## src/rtl/lpm_pkg.sv

```systemverilog
package lpm_pkg;

    // Width of the software mode register and the two codes that select a sleep depth
    localparam int          MODE_W     = 3;
    localparam logic [2:0]  CODE_LIGHT = 3'd4;
    localparam logic [2:0]  CODE_DEEP  = 3'd2;

    // Sequencer states
    typedef enum logic [2:0] {
        S_RUN        = 3'd0,
        S_SLEEP      = 3'd1,
        S_DEEP       = 3'd2,
        S_OSC_UP     = 3'd3,
        S_PLL_WAIT   = 3'd4,
        S_FLASH_WAIT = 3'd5
    } seq_state_t;

    // Externally visible status code
    typedef enum logic [1:0] {
        STAT_RUN   = 2'b00,
        STAT_SLEEP = 2'b01,
        STAT_DEEP  = 2'b10,
        STAT_WAKE  = 2'b11
    } stat_t;

    // Decoded target of the mode register
    typedef enum logic [1:0] {
        TGT_NONE  = 2'd0,
        TGT_LIGHT = 2'd1,
        TGT_DEEP  = 2'd2
    } tgt_t;

    // Clock gates and power-down requests driven by the sequencer
    typedef struct packed {
        logic core_clk_en;
        logic periph_clk_en;
        logic hs_osc_pd;
        logic pll_pd;
        logic flash_pd;
        logic ls_osc_pd;
    } ctl_t;

endpackage

```

## src/rtl/lpm_mode_reg.sv

```systemverilog
module lpm_mode_reg
    import lpm_pkg::*;
(
    input  logic              clk,
    input  logic              rst_n,
    input  logic              wr_en,
    input  logic [MODE_W-1:0] wr_data,
    output tgt_t              target
);

    logic [MODE_W-1:0] mode_q;

    // Software-written target code; cleared by reset
    always_ff @(posedge clk or negedge rst_n) begin
        if (!rst_n) begin
            mode_q <= '0;
        end else if (wr_en) begin
            mode_q <= wr_data;
        end
    end

    // Only the two sleep codes select a depth; every other code means stay in run
    always_comb begin
        unique case (mode_q)
            CODE_LIGHT: target = TGT_LIGHT;
            CODE_DEEP:  target = TGT_DEEP;
            default:    target = TGT_NONE;
        endcase
    end

endmodule

```

## src/rtl/lpm_wake_qual.sv

```systemverilog
module lpm_wake_qual #(
    parameter int NIRQ        = 8,
    parameter int NGPIO       = 8,
    parameter int SYNC_STAGES = 2
) (
    input  logic             clk,
    input  logic             rst_n,
    input  logic [NIRQ-1:0]  irq_pend,
    input  logic [NIRQ-1:0]  irq_en,
    input  logic [NGPIO-1:0] gpio_in,
    input  logic [NGPIO-1:0] gpio_edge_sel,
    input  logic [NGPIO-1:0] gpio_rise_pol,
    input  logic [NGPIO-1:0] gpio_irq_en,
    output logic             light_wake,
    output logic             deep_wake
);

    localparam int LAST = SYNC_STAGES - 1;

    logic [SYNC_STAGES-1:0][NGPIO-1:0] sync_q;
    logic [NGPIO-1:0]                  prev_q;
    logic [NGPIO-1:0]                  cur;
    logic [NGPIO-1:0]                  rise;
    logic [NGPIO-1:0]                  fall;
    logic [NGPIO-1:0]                  pin_hit;

    // Synchronizer chain followed by one history flop for edge detection
    always_ff @(posedge clk or negedge rst_n) begin
        if (!rst_n) begin
            sync_q <= '0;
            prev_q <= '0;
        end else begin
            sync_q[0] <= gpio_in;
            for (int s = 1; s < SYNC_STAGES; s++) begin
                sync_q[s] <= sync_q[s-1];
            end
            prev_q <= sync_q[LAST];
        end
    end

    assign cur  = sync_q[LAST];
    assign rise = cur & ~prev_q;
    assign fall = ~cur & prev_q;

    // Per-pin qualification: edge-sensitive, enabled, and the transition matches the polarity
    for (genvar p = 0; p < NGPIO; p++) begin : g_pin
        assign pin_hit[p] = gpio_irq_en[p] & gpio_edge_sel[p] &
                            (gpio_rise_pol[p] ? rise[p] : fall[p]);
    end

    assign deep_wake  = |pin_hit;
    assign light_wake = |(irq_pend & irq_en);

endmodule

```

## src/rtl/lpm_settle_timer.sv

```systemverilog
module lpm_settle_timer #(
    parameter int SETTLE_W = 8
) (
    input  logic                clk,
    input  logic                rst_n,
    input  logic                load,
    input  logic                dec,
    input  logic [SETTLE_W-1:0] load_val,
    output logic                done
);

    logic [SETTLE_W-1:0] cnt_q;

    // Loaded on the wake edge, counted down once per settle cycle
    always_ff @(posedge clk or negedge rst_n) begin
        if (!rst_n) begin
            cnt_q <= '0;
        end else if (load) begin
            cnt_q <= load_val;
        end else if (dec && (cnt_q != '0)) begin
            cnt_q <= cnt_q - 1'b1;
        end
    end

    assign done = (cnt_q == '0);

endmodule

```

## src/rtl/lpm_seq_fsm.sv

```systemverilog
module lpm_seq_fsm
    import lpm_pkg::*;
(
    input  logic  clk,
    input  logic  rst_n,
    input  logic  wfi_req,
    input  tgt_t  target,
    input  logic  light_wake,
    input  logic  deep_wake,
    input  logic  tmr_done,
    input  logic  pll_lock,
    input  logic  flash_ready,
    input  logic  rtc_en,
    input  logic  lcd_en,
    input  logic  lsclk_off_req,
    input  logic  flash_pd_en,
    output logic  tmr_load,
    output logic  tmr_dec,
    output ctl_t  ctl,
    output stat_t status
);

    seq_state_t state_q, state_d;
    logic       ls_off_q;
    logic       fl_off_q;
    logic       enter_deep;

    assign enter_deep = (state_q == S_RUN) && wfi_req && (target == TGT_DEEP);

    // State register plus the power choices captured at deep-sleep entry
    always_ff @(posedge clk or negedge rst_n) begin
        if (!rst_n) begin
            state_q  <= S_RUN;
            ls_off_q <= 1'b0;
            fl_off_q <= 1'b0;
        end else begin
            state_q <= state_d;
            if (enter_deep) begin
                ls_off_q <= ~(rtc_en | lcd_en) | lsclk_off_req;
                fl_off_q <= flash_pd_en;
            end
        end
    end

    // Next-state logic and timer control
    always_comb begin
        state_d  = state_q;
        tmr_load = 1'b0;
        tmr_dec  = 1'b0;
        unique case (state_q)
            S_RUN: begin
                if (wfi_req) begin
                    unique case (target)
                        TGT_LIGHT: state_d = S_SLEEP;
                        TGT_DEEP:  state_d = S_DEEP;
                        default:   state_d = S_RUN;
                    endcase
                end
            end
            S_SLEEP: begin
                if (light_wake) begin
                    state_d = S_RUN;
                end
            end
            S_DEEP: begin
                if (deep_wake) begin
                    state_d  = S_OSC_UP;
                    tmr_load = 1'b1;
                end
            end
            S_OSC_UP: begin
                if (tmr_done) begin
                    state_d = S_PLL_WAIT;
                end else begin
                    tmr_dec = 1'b1;
                end
            end
            S_PLL_WAIT: begin
                if (pll_lock) begin
                    state_d = fl_off_q ? S_FLASH_WAIT : S_RUN;
                end
            end
            S_FLASH_WAIT: begin
                if (flash_ready) begin
                    state_d = S_RUN;
                end
            end
            default: state_d = S_RUN;
        endcase
    end

    // Moore outputs from the state register
    always_comb begin
        ctl    = '0;
        status = STAT_RUN;
        unique case (state_q)
            S_RUN: begin
                ctl.core_clk_en   = 1'b1;
                ctl.periph_clk_en = 1'b1;
                status            = STAT_RUN;
            end
            S_SLEEP: begin
                ctl.periph_clk_en = 1'b1;
                status            = STAT_SLEEP;
            end
            S_DEEP: begin
                ctl.hs_osc_pd = 1'b1;
                ctl.pll_pd    = 1'b1;
                ctl.flash_pd  = fl_off_q;
                ctl.ls_osc_pd = ls_off_q;
                status        = STAT_DEEP;
            end
            S_OSC_UP: begin
                ctl.pll_pd    = 1'b1;
                ctl.flash_pd  = fl_off_q;
                ctl.ls_osc_pd = ls_off_q;
                status        = STAT_WAKE;
            end
            S_PLL_WAIT: begin
                ctl.flash_pd  = fl_off_q;
                ctl.ls_osc_pd = ls_off_q;
                status        = STAT_WAKE;
            end
            S_FLASH_WAIT: begin
                ctl.ls_osc_pd = ls_off_q;
                status        = STAT_WAKE;
            end
            default: begin
                ctl.core_clk_en   = 1'b1;
                ctl.periph_clk_en = 1'b1;
                status            = STAT_RUN;
            end
        endcase
    end

endmodule

```

## src/rtl/lpm_seq_ctrl.sv

```systemverilog
module lpm_seq_ctrl
    import lpm_pkg::*;
#(
    parameter int NIRQ        = 8,
    parameter int NGPIO       = 8,
    parameter int SYNC_STAGES = 2,
    parameter int SETTLE_W    = 8
) (
    input  logic                clk,
    input  logic                rst_n,
    input  logic                mode_wr,
    input  logic [2:0]          mode_wdata,
    input  logic                wfi_req,
    input  logic [NIRQ-1:0]     irq_pend,
    input  logic [NIRQ-1:0]     irq_en,
    input  logic [NGPIO-1:0]    gpio_in,
    input  logic [NGPIO-1:0]    gpio_edge_sel,
    input  logic [NGPIO-1:0]    gpio_rise_pol,
    input  logic [NGPIO-1:0]    gpio_irq_en,
    input  logic                rtc_en,
    input  logic                lcd_en,
    input  logic                lsclk_off_req,
    input  logic                flash_pd_en,
    input  logic [SETTLE_W-1:0] settle_cnt,
    input  logic                pll_lock,
    input  logic                flash_ready,
    output logic                core_clk_en,
    output logic                periph_clk_en,
    output logic                hs_osc_pd,
    output logic                pll_pd,
    output logic                flash_pd,
    output logic                ls_osc_pd,
    output logic [1:0]          state_o
);

    tgt_t  target;
    logic  light_wake;
    logic  deep_wake;
    logic  tmr_load;
    logic  tmr_dec;
    logic  tmr_done;
    ctl_t  ctl;
    stat_t status;

    lpm_mode_reg u_mode (
        .clk     (clk),
        .rst_n   (rst_n),
        .wr_en   (mode_wr),
        .wr_data (mode_wdata),
        .target  (target)
    );

    lpm_wake_qual #(
        .NIRQ        (NIRQ),
        .NGPIO       (NGPIO),
        .SYNC_STAGES (SYNC_STAGES)
    ) u_wake (
        .clk           (clk),
        .rst_n         (rst_n),
        .irq_pend      (irq_pend),
        .irq_en        (irq_en),
        .gpio_in       (gpio_in),
        .gpio_edge_sel (gpio_edge_sel),
        .gpio_rise_pol (gpio_rise_pol),
        .gpio_irq_en   (gpio_irq_en),
        .light_wake    (light_wake),
        .deep_wake     (deep_wake)
    );

    lpm_settle_timer #(
        .SETTLE_W (SETTLE_W)
    ) u_tmr (
        .clk      (clk),
        .rst_n    (rst_n),
        .load     (tmr_load),
        .dec      (tmr_dec),
        .load_val (settle_cnt),
        .done     (tmr_done)
    );

    lpm_seq_fsm u_fsm (
        .clk           (clk),
        .rst_n         (rst_n),
        .wfi_req       (wfi_req),
        .target        (target),
        .light_wake    (light_wake),
        .deep_wake     (deep_wake),
        .tmr_done      (tmr_done),
        .pll_lock      (pll_lock),
        .flash_ready   (flash_ready),
        .rtc_en        (rtc_en),
        .lcd_en        (lcd_en),
        .lsclk_off_req (lsclk_off_req),
        .flash_pd_en   (flash_pd_en),
        .tmr_load      (tmr_load),
        .tmr_dec       (tmr_dec),
        .ctl           (ctl),
        .status        (status)
    );

    assign core_clk_en   = ctl.core_clk_en;
    assign periph_clk_en = ctl.periph_clk_en;
    assign hs_osc_pd     = ctl.hs_osc_pd;
    assign pll_pd        = ctl.pll_pd;
    assign flash_pd      = ctl.flash_pd;
    assign ls_osc_pd     = ctl.ls_osc_pd;
    assign state_o       = status;

endmodule

```

## config.mk

```make
export PLATFORM = sky130hd
export DESIGN_NAME = lpm_seq_ctrl
export DESIGN_NICKNAME = d
export VERILOG_FILES = /design/src/rtl/lpm_pkg.sv /design/src/rtl/lpm_mode_reg.sv /design/src/rtl/lpm_wake_qual.sv /design/src/rtl/lpm_settle_timer.sv /design/src/rtl/lpm_seq_fsm.sv /design/src/rtl/lpm_seq_ctrl.sv
export SDC_FILE = /design/constraint.sdc
export NUM_CORES = 1
export LEC_CHECK = 0
export ABC_CLOCK_PERIOD_IN_PS = 2500
export BUFFER_PORTS_ARGS = -buffer_cell sky130_fd_sc_hd__buf_2
export CAP_MARGIN = 20
export CORE_ASPECT_RATIO = 1.5
export CORE_MARGIN = 1
export CORE_UTILIZATION = 40
export DETAILED_ROUTE_END_ITERATION = 6
export MAX_ROUTING_LAYER = met4
export PLACE_DENSITY = 0.68
export SLEW_MARGIN = 20
export SYNTH_ARGS = -nofsm -noshare
export SYNTH_HDL_FRONTEND = slang
export SYNTH_SLANG_ARGS = --single-unit
export TNS_END_PERCENT = 30
```

## constraint.sdc

```tcl
create_clock -name clk -period 2.5 [get_ports clk]
set_clock_uncertainty 0.15 [all_clocks]
set_input_delay 0.5 -clock clk [delete_from_list [all_inputs] [get_ports clk]]
set_output_delay 0.5 -clock clk [all_outputs]
set_load 0.01 [all_outputs]
```

==> summary.md, run 1 <==
| Metric | Value |
|---|---|
| Layout cells sized above 1 | `slightly below 40%` |
| Worst hold path stage count | `1` |
| WP data required | `1850 ps` |
| Max clock buf depth | `2` |
| Crit Path Class | `reg -> out` |
| CP Cell Sequence | `inv_1, nand2_1, inv_2, a21oi_1, nor2b_1, buf_2` |
| CP peak stage delay | `about 500 ps` |
| Power per cell area | `around 870 nW/µm²` |
| Iteration-0 DRC Markers | `69` |
| Global route total overflow | `0` |
| Clk sink count | `40` |
| Port bufs | `between 70 and 80` |
| Placed cells | `about 310` |
| First-pass DRT Iterations | `4` |
| Hold buffers post-CTS | `1` |
| Antenna violations before repair | `0` |
| Layout area overhead | `30.6%` |
| Status | `finished clean` |
| Drt wl/cell | `12.6 µm` |
| Syn avg cell area | `11.1 µm²` |
| CTS resizes | `0` |
| Fin crit share | `91.4%` |
| Crit start category | `flip-flop` |
| Commonest register cell after synthesis | `dfrtp_1` |
| Synth Instances | `~170` |
| Synth area leaders | `dfrtp_1 53%, o211ai_1 4.4%, mux2_2 4.2%` |
| Setup bufs post-CTS | `0` |
| HP Start | `gpio_in[1]` |
| Most common cell in the netlist | `dfrtp_1` |
| Starting density of the core | `between 40% and 50%` |
| Post-synth top cells | `40 x dfrtp_1, 12 x nor2_1, 11 x o211ai_1, 10 x inv_1, 10 x nand2_1` |
| Netlist Area Pre-Place | `around 1900 µm²` |
| RSZ-0062 raised after global routing | `no` |
| I/O pin cnt | `77` |
| Final min period | `approximately 2300 ps` |
| R2R Path End | `u_tmr.cnt_q[3]` |
| Via Count | `1664` |
| Yosys Warn Count | `0` |
| Peak Freq | `~440 MHz` |
| Synth top area share | `roughly 53%` |
| Global-route wire length before repair | `around 6.8 mm` |
| Nets@finish | `approximately 330` |
| Routability cong. | `0.805` |
| Hold/Removal Path Class | `in -> reg` |
| WL final | `just over 4 mm` |
| Total negative setup slack | `0 ps` |
| Design Area, Final | `around 2500 µm²` |
| Final hold vios | `0` |
| Final std cells w/o fill | `321` |
| Number of global-route vias before repair | `between 1500 and 2000` |
| TritonCTS Buffers | `5` |
| Setup-failing EPs final | `0` |
| Total GRT Usage | `a little under a fifth` |
| Relative slew slack | `69.5%` |
| Clock latency on the worst-skew pair | `290 ps` |
| Hold path endpoint | `u_wake.sync_q[1]` |
| Sequential area share after synthesis | `a little over half` |
| Site row count | `30` |
| Die X | `a little under 60 µm` |
| Hold WS | `around 160 ps` |
| Least-Margin Pin Slew | `454 ps` |
| H-tree depth | `2` |
| Post-route ant nets | `0` |
| Antenna diode count | `0` |
| Async SR Flop Fraction | `between 90% and 100%` |
| Yosys reg bits | `40` |
| Via density | `between 5 and 6` |
| Core box area | `about 4500 µm²` |
| Crit end category | `output pin` |
| CTS tree | `built` |
| Final HPWL from detailed placement | `between 3 and 4 mm` |
| Die height | `86.2 µm` |
| Critical Path AT | `~1600 ps` |
| Worst r2r path cells | `5` |
| Peak supply drop | `approximately 0.0006 V` |
| Library cells used by synthesis | `43` |
| Cell Area, Placed | `2360 µm²` |
| CTS root buf | `clkbuf_8` |
| R2R setup slack | `around 340 ps` |
| DRC viols | `0` |
| Die area | `5010 µm²` |
| Clock transition at path regs | `about 80 ps` |
| Final slew viol count | `0` |
| Critical path fanouts, max | `11` |
| EDFF count, synth | `0` |
| Reg-to-reg startpoint | `u_fsm.state_q[2]` |
| Syn Nets | `around 240` |
| Largest area contributor in the netlist | `dfrtp_1` |
| Largest net degree at the start of global routing | `18` |
| Highest-delay cell along the critical path | `dfrtp_1` |
| Max cap viols | `0` |
| Leakage | `1.18 nW` |
==> worst max-delay path by stage <==
stage	start	end	slack, ps	depth (start not counted)
floorplan	u_tmr.cnt_q[4]	u_tmr.cnt_q[0]	430	5
global placement	gpio_rise_pol[4]	u_tmr.cnt_q[6]	390	6
detailed placement	gpio_rise_pol[4]	u_tmr.cnt_q[6]	340	6
CTS	u_fsm.state_q[2]	hs_osc_pd	200	4
global route	u_fsm.state_q[2]	hs_osc_pd	110	4
finish	u_fsm.state_q[2]	flash_pd	210	6
==> per-stage QoR <==
step | setup WS, ps | utilization, % | power, mW
2_1_floorplan | 434 | - | 1.45
3_3_place_gp | 385 | 52.0 | 1.69
3_5_place_dp | 338 | 52.0 | 1.71
4_1_cts | 203 | 54.4 | 2.17
5_1_grt | 106 | 54.4 | 2.31
6_report | 215 | 54.4 | 2.16
==> critical path: cells and delay by family, from the launching register on <==
family                 cells  cell delay [ps]
AO/OA/AOI/OAI              1               50
AND/OR/NAND/NOR            2              340
buffers and inverters      3              450
flip-flops                 1              490
==> routing by layer <==
metal / vias to the layer above / part of all wire, % / global-route usage, %
li1: 802 / - / -
met1: 778 / 39 / 20.4
met2: 69 / 52 / 30.3
met3: 15 / 5.7 / 3.73
met4: 0 / 3.4 / 9.74
met5: - / 0 / -
==> cell usage in the layout (no fill, tap or decap), types with 3 or more instances in the layout <==
master / instances
nand3_1: 4
dfrtp_1: 40
mux2_2: 7
nand2_1: 10
buf_2: 76
o21ai_0: 6
xnor2_1: 4
nor3b_1: 7
and3b_1: 8
a21oi_1: 5
o211ai_1: 11
nor2_1: 12
a22oi_1: 5
inv_1: 10
buf_4: 4
o31ai_1: 3
nor2b_1: 3
clkbuf_8: 6
==> kinds of logic after synthesis <==
family	count (synthesis)	synth area share (%)
simple gates	57	17.5
compound gates	46	18.6
flops	40	52.9
buf+inv	14	3.17
mux	8	4.70
xor+xnor	4	1.85
fa+ha+maj	2	1.32
==> power by group <==
part	total [mW]	leakage (nW)	switching, mW	internal [mW]
Clock	0.452	0.0434	0.229	0.223
Sequential	0.911	0.471	0.141	0.769
Combinational	0.793	0.663	0.409	0.384
Total	2.16	1.18	0.780	1.38
==> cell type report <==
type / instances / area, µm²
Inverter: 11 / 41.3
Fill cell: 443 / 2070
Tap cell: 64 / 80.1
Sequential cell: 40 / 1000
Clock inverter: 2 / 15.0
Timing Repair Buffer: 81 / 420
Multi-Input combinational cell: 117 / 831
Clock buffer: 6 / 82.6
==> registers in the layout (all words and copies together) (netlist names) <==
| name | cells |
|---|---|
| u_fsm.fl_off_q | 1 |
| u_fsm.ls_off_q | 1 |
| u_fsm.state_q | 3 |
| u_mode.mode_q | 3 |
| u_tmr.cnt_q | 8 |
| u_wake.cur | 8 |
| u_wake.prev_q | 8 |
| u_wake.sync_q | 8 |
Power figures use the tool's default switching activity.
==> inputs of run 2 (changes only) <==
ABC_CLOCK_PERIOD_IN_PS = 1800   (was 2500)
PLACE_DENSITY = default   (was 0.68)
PLACE_DENSITY_LB_ADDON = 0.05   (was default)
clock period = 1.8 ns   (was 2.5 ns; I/O delays follow)
==> run 2 against run 1 <==
Net effect:
- the run now ends with negative setup slack left
- wire length grew 9.0%
- global-route usage grew 1.8 points
- combinational power rose by 110%
- critical path depth is 2 lower
- total power rose by 68%
- cell area rose by 11%
- highest routed layer unchanged
==> summary.md, run 2 (synthesized netlist as in run 1, its figures left out) <==
| Metric | Value |
|---|---|
| Number of global-route vias before repair | `between 1500 and 2000` |
| Power per cell area | `around 1300 nW/µm²` |
| Crit start category | `flip-flop` |
| CP Cell Sequence | `or4_4, o311a_4, or2_1, o21a_1` |
| TritonCTS Buffers | `5` |
| Commonest non-fill, non-tap cell in the layout | `buf_2` |
| Antenna diode count | `0` |
| Final min period | `1990 ps` |
| Die height | `86.2 µm` |
| Gate power share | `46.4%` |
| R2R setup slack | `-190 ps` |
| Critical Path AT | `roughly 2000 ps` |
| Post-Route M1 WL | `1.78 mm` |
| WL final | `4.41 mm` |
| Crit end category | `flip-flop` |
| Nets@finish | `~350` |
| Filler cell count | `about 420` |
| DR top layer | `met4` |
| DR WL met2 | `about 2.3 mm` |
| I/O pin cnt | `77` |
| Design Area, Final | `2750 µm²` |
| Iteration-0 DRC Markers | `27` |
| Peak supply drop | `~0.00069 V` |
| Clock transition at path regs | `80 ps` |
| Largest net degree at the start of global routing | `41` |
| Fin crit share | `111%` |
| CP peak stage delay | `570 ps` |
| Global route total overflow | `0` |
| Final hold vios | `0` |
| Max cap viols | `0` |
| Starting density of the core | `between 40% and 50%` |
| NetSw | `1.23 mW` |
| Final HPWL from detailed placement | `3.29 mm` |
| Layout area overhead | `45.4%` |
| Clock Power Share | `slightly below 20%` |
| Critical path fanouts, max | `6` |
| Drt wl/cell | `about 13 µm` |
| DRC viols | `0` |
| Clk sink count | `40` |
| Highest-delay cell along the critical path | `or4_4` |
| Total negative setup slack | `-1630 ps` |
| Post-route ant nets | `0` |
| Max clock buf depth | `2` |
| First-pass DRT Iterations | `4` |
| Status | `complete, but fails checks` |
| Crit Path Class | `reg -> reg` |
| Die area | `between 5000 and 6000 µm²` |
| WL met3 | `about 230 µm` |
| Global-route wire length before repair | `7.47 mm` |
| WP data required | `roughly 1800 ps` |
| CTS tree | `built` |
| Peak Freq | `502 MHz` |
| Die X | `58.2 µm` |
| Seq pwr share | `between 30 and 40%` |
| Relative slew slack | `66.6%` |
| Via Count | `1743` |
| Site row count | `30` |
| Layout cells sized above 1 | `around half` |
| CP delay by family, top | `simple AND/OR/NAND/NOR gates` |
| Hold/Removal Path Class | `in -> reg` |
| Final worst-path setup slack | `-193 ps` |
| Core box area | `4540 µm²` |
| Switching Share | `between 30% and 40%` |
| Hold WS | `17.9 ps` |
| CTS root buf | `clkbuf_8` |
| Failing checks | `negative setup slack` |
| Final slew viol count | `0` |
| Routability cong. | `0.732` |
| Via density | `5.01` |
| Leakage | `between 1 and 1.5 nW` |
| WP buf/inv | `0` |
| H-tree depth | `2` |
| Most frequent cells in the layout | `75 x buf_2, 39 x dfrtp_1, 26 x buf_4` |
| Fin util | `60.6%` |
| RSZ-0062 raised after global routing | `yes` |
| Total GRT Usage | `20.1%` |
| Setup-failing EPs final | `14` |
| Cell Area, Placed | `2520 µm²` |
| Clock latency on the worst-skew pair | `just under 300 ps` |
| Least-Margin Pin Slew | `roughly 500 ps` |
| Internal | `2.39 mW` |
| Tot Pwr | `roughly 3.6 mW` |
| Antenna violations before repair | `0` |
| Port bufs | `76` |
==> run 2: worst register-to-register path, cell delays in order (launching register included) <==
cell and delay (ps):
dfrtp_1 380, or4_4 570, o311a_4 370, or2_1 240
o21a_1 170
==> run 2: stage by stage <==
| stage | std cells | setup WS, ps |
|---|---|---|
| after floorplan | 171 | -209 |
| after global placement | 333 | -196 |
| after detailed placement | 333 | -218 |
| after CTS | 345 | -182 |
| after global routing | 348 | -279 |
| final | 348 | -193 |
==> run 2: final timing paths <==
kind	start	end	depth (start not counted)
worst max-delay path	u_tmr.cnt_q[5]	u_fsm.state_q[1]	4
worst min register to register	u_wake.sync_q[1]	u_wake.cur[1]	0
max in group asynchronous	rst_n	u_fsm.state_q[0]	3
worst min-delay path	gpio_in[4]	u_wake.sync_q[4]	1
worst max register to register	u_tmr.cnt_q[5]	u_fsm.state_q[1]	4
min in group asynchronous	rst_n	u_wake.sync_q[4]	3
==> run 2: final cells by class <==
cell class	instances	area, µm²	share of cell area (%)
multi-input cells	118	881	32.0
clock buffers	6	72.6	2.64
clock inverters	2	35.0	1.27
flip-flops and latches	40	1000	36.4
repair buffers	107	637	23.1
inverters	11	43.8	1.59
well taps	64	80.1	2.91
==> run 2: what timing repair did <==
item | CTS | global route
setup buffers | 2 | 3
hold buffers | 1 | 0
pin swaps | 0 | 4
cloned | 1 | 0
setup endpoints to repair | 17 | 16
hold endpoints to repair | 40 | 0
resized for setup | 16 | 8
==> run 2: per-layer routing <==
metal,GRT usage (%),vias to the layer above
met5,-,-
met4,7.58,0
met3,3.73,8
met2,35.6,71
met1,22.0,806
li1,-,858
==> run 2: power by group through the flow <==
stage          Sequential, mW  Combinational [mW]  Clock (mW)
2_1_floorplan            1.19               0.825           0
3_3_place_gp             1.21                1.47           0
3_5_place_dp             1.21                1.48           0
4_1_cts                  1.21                1.63       0.734
5_1_grt                  1.25                1.84       0.782
6_report                 1.23                1.68       0.711
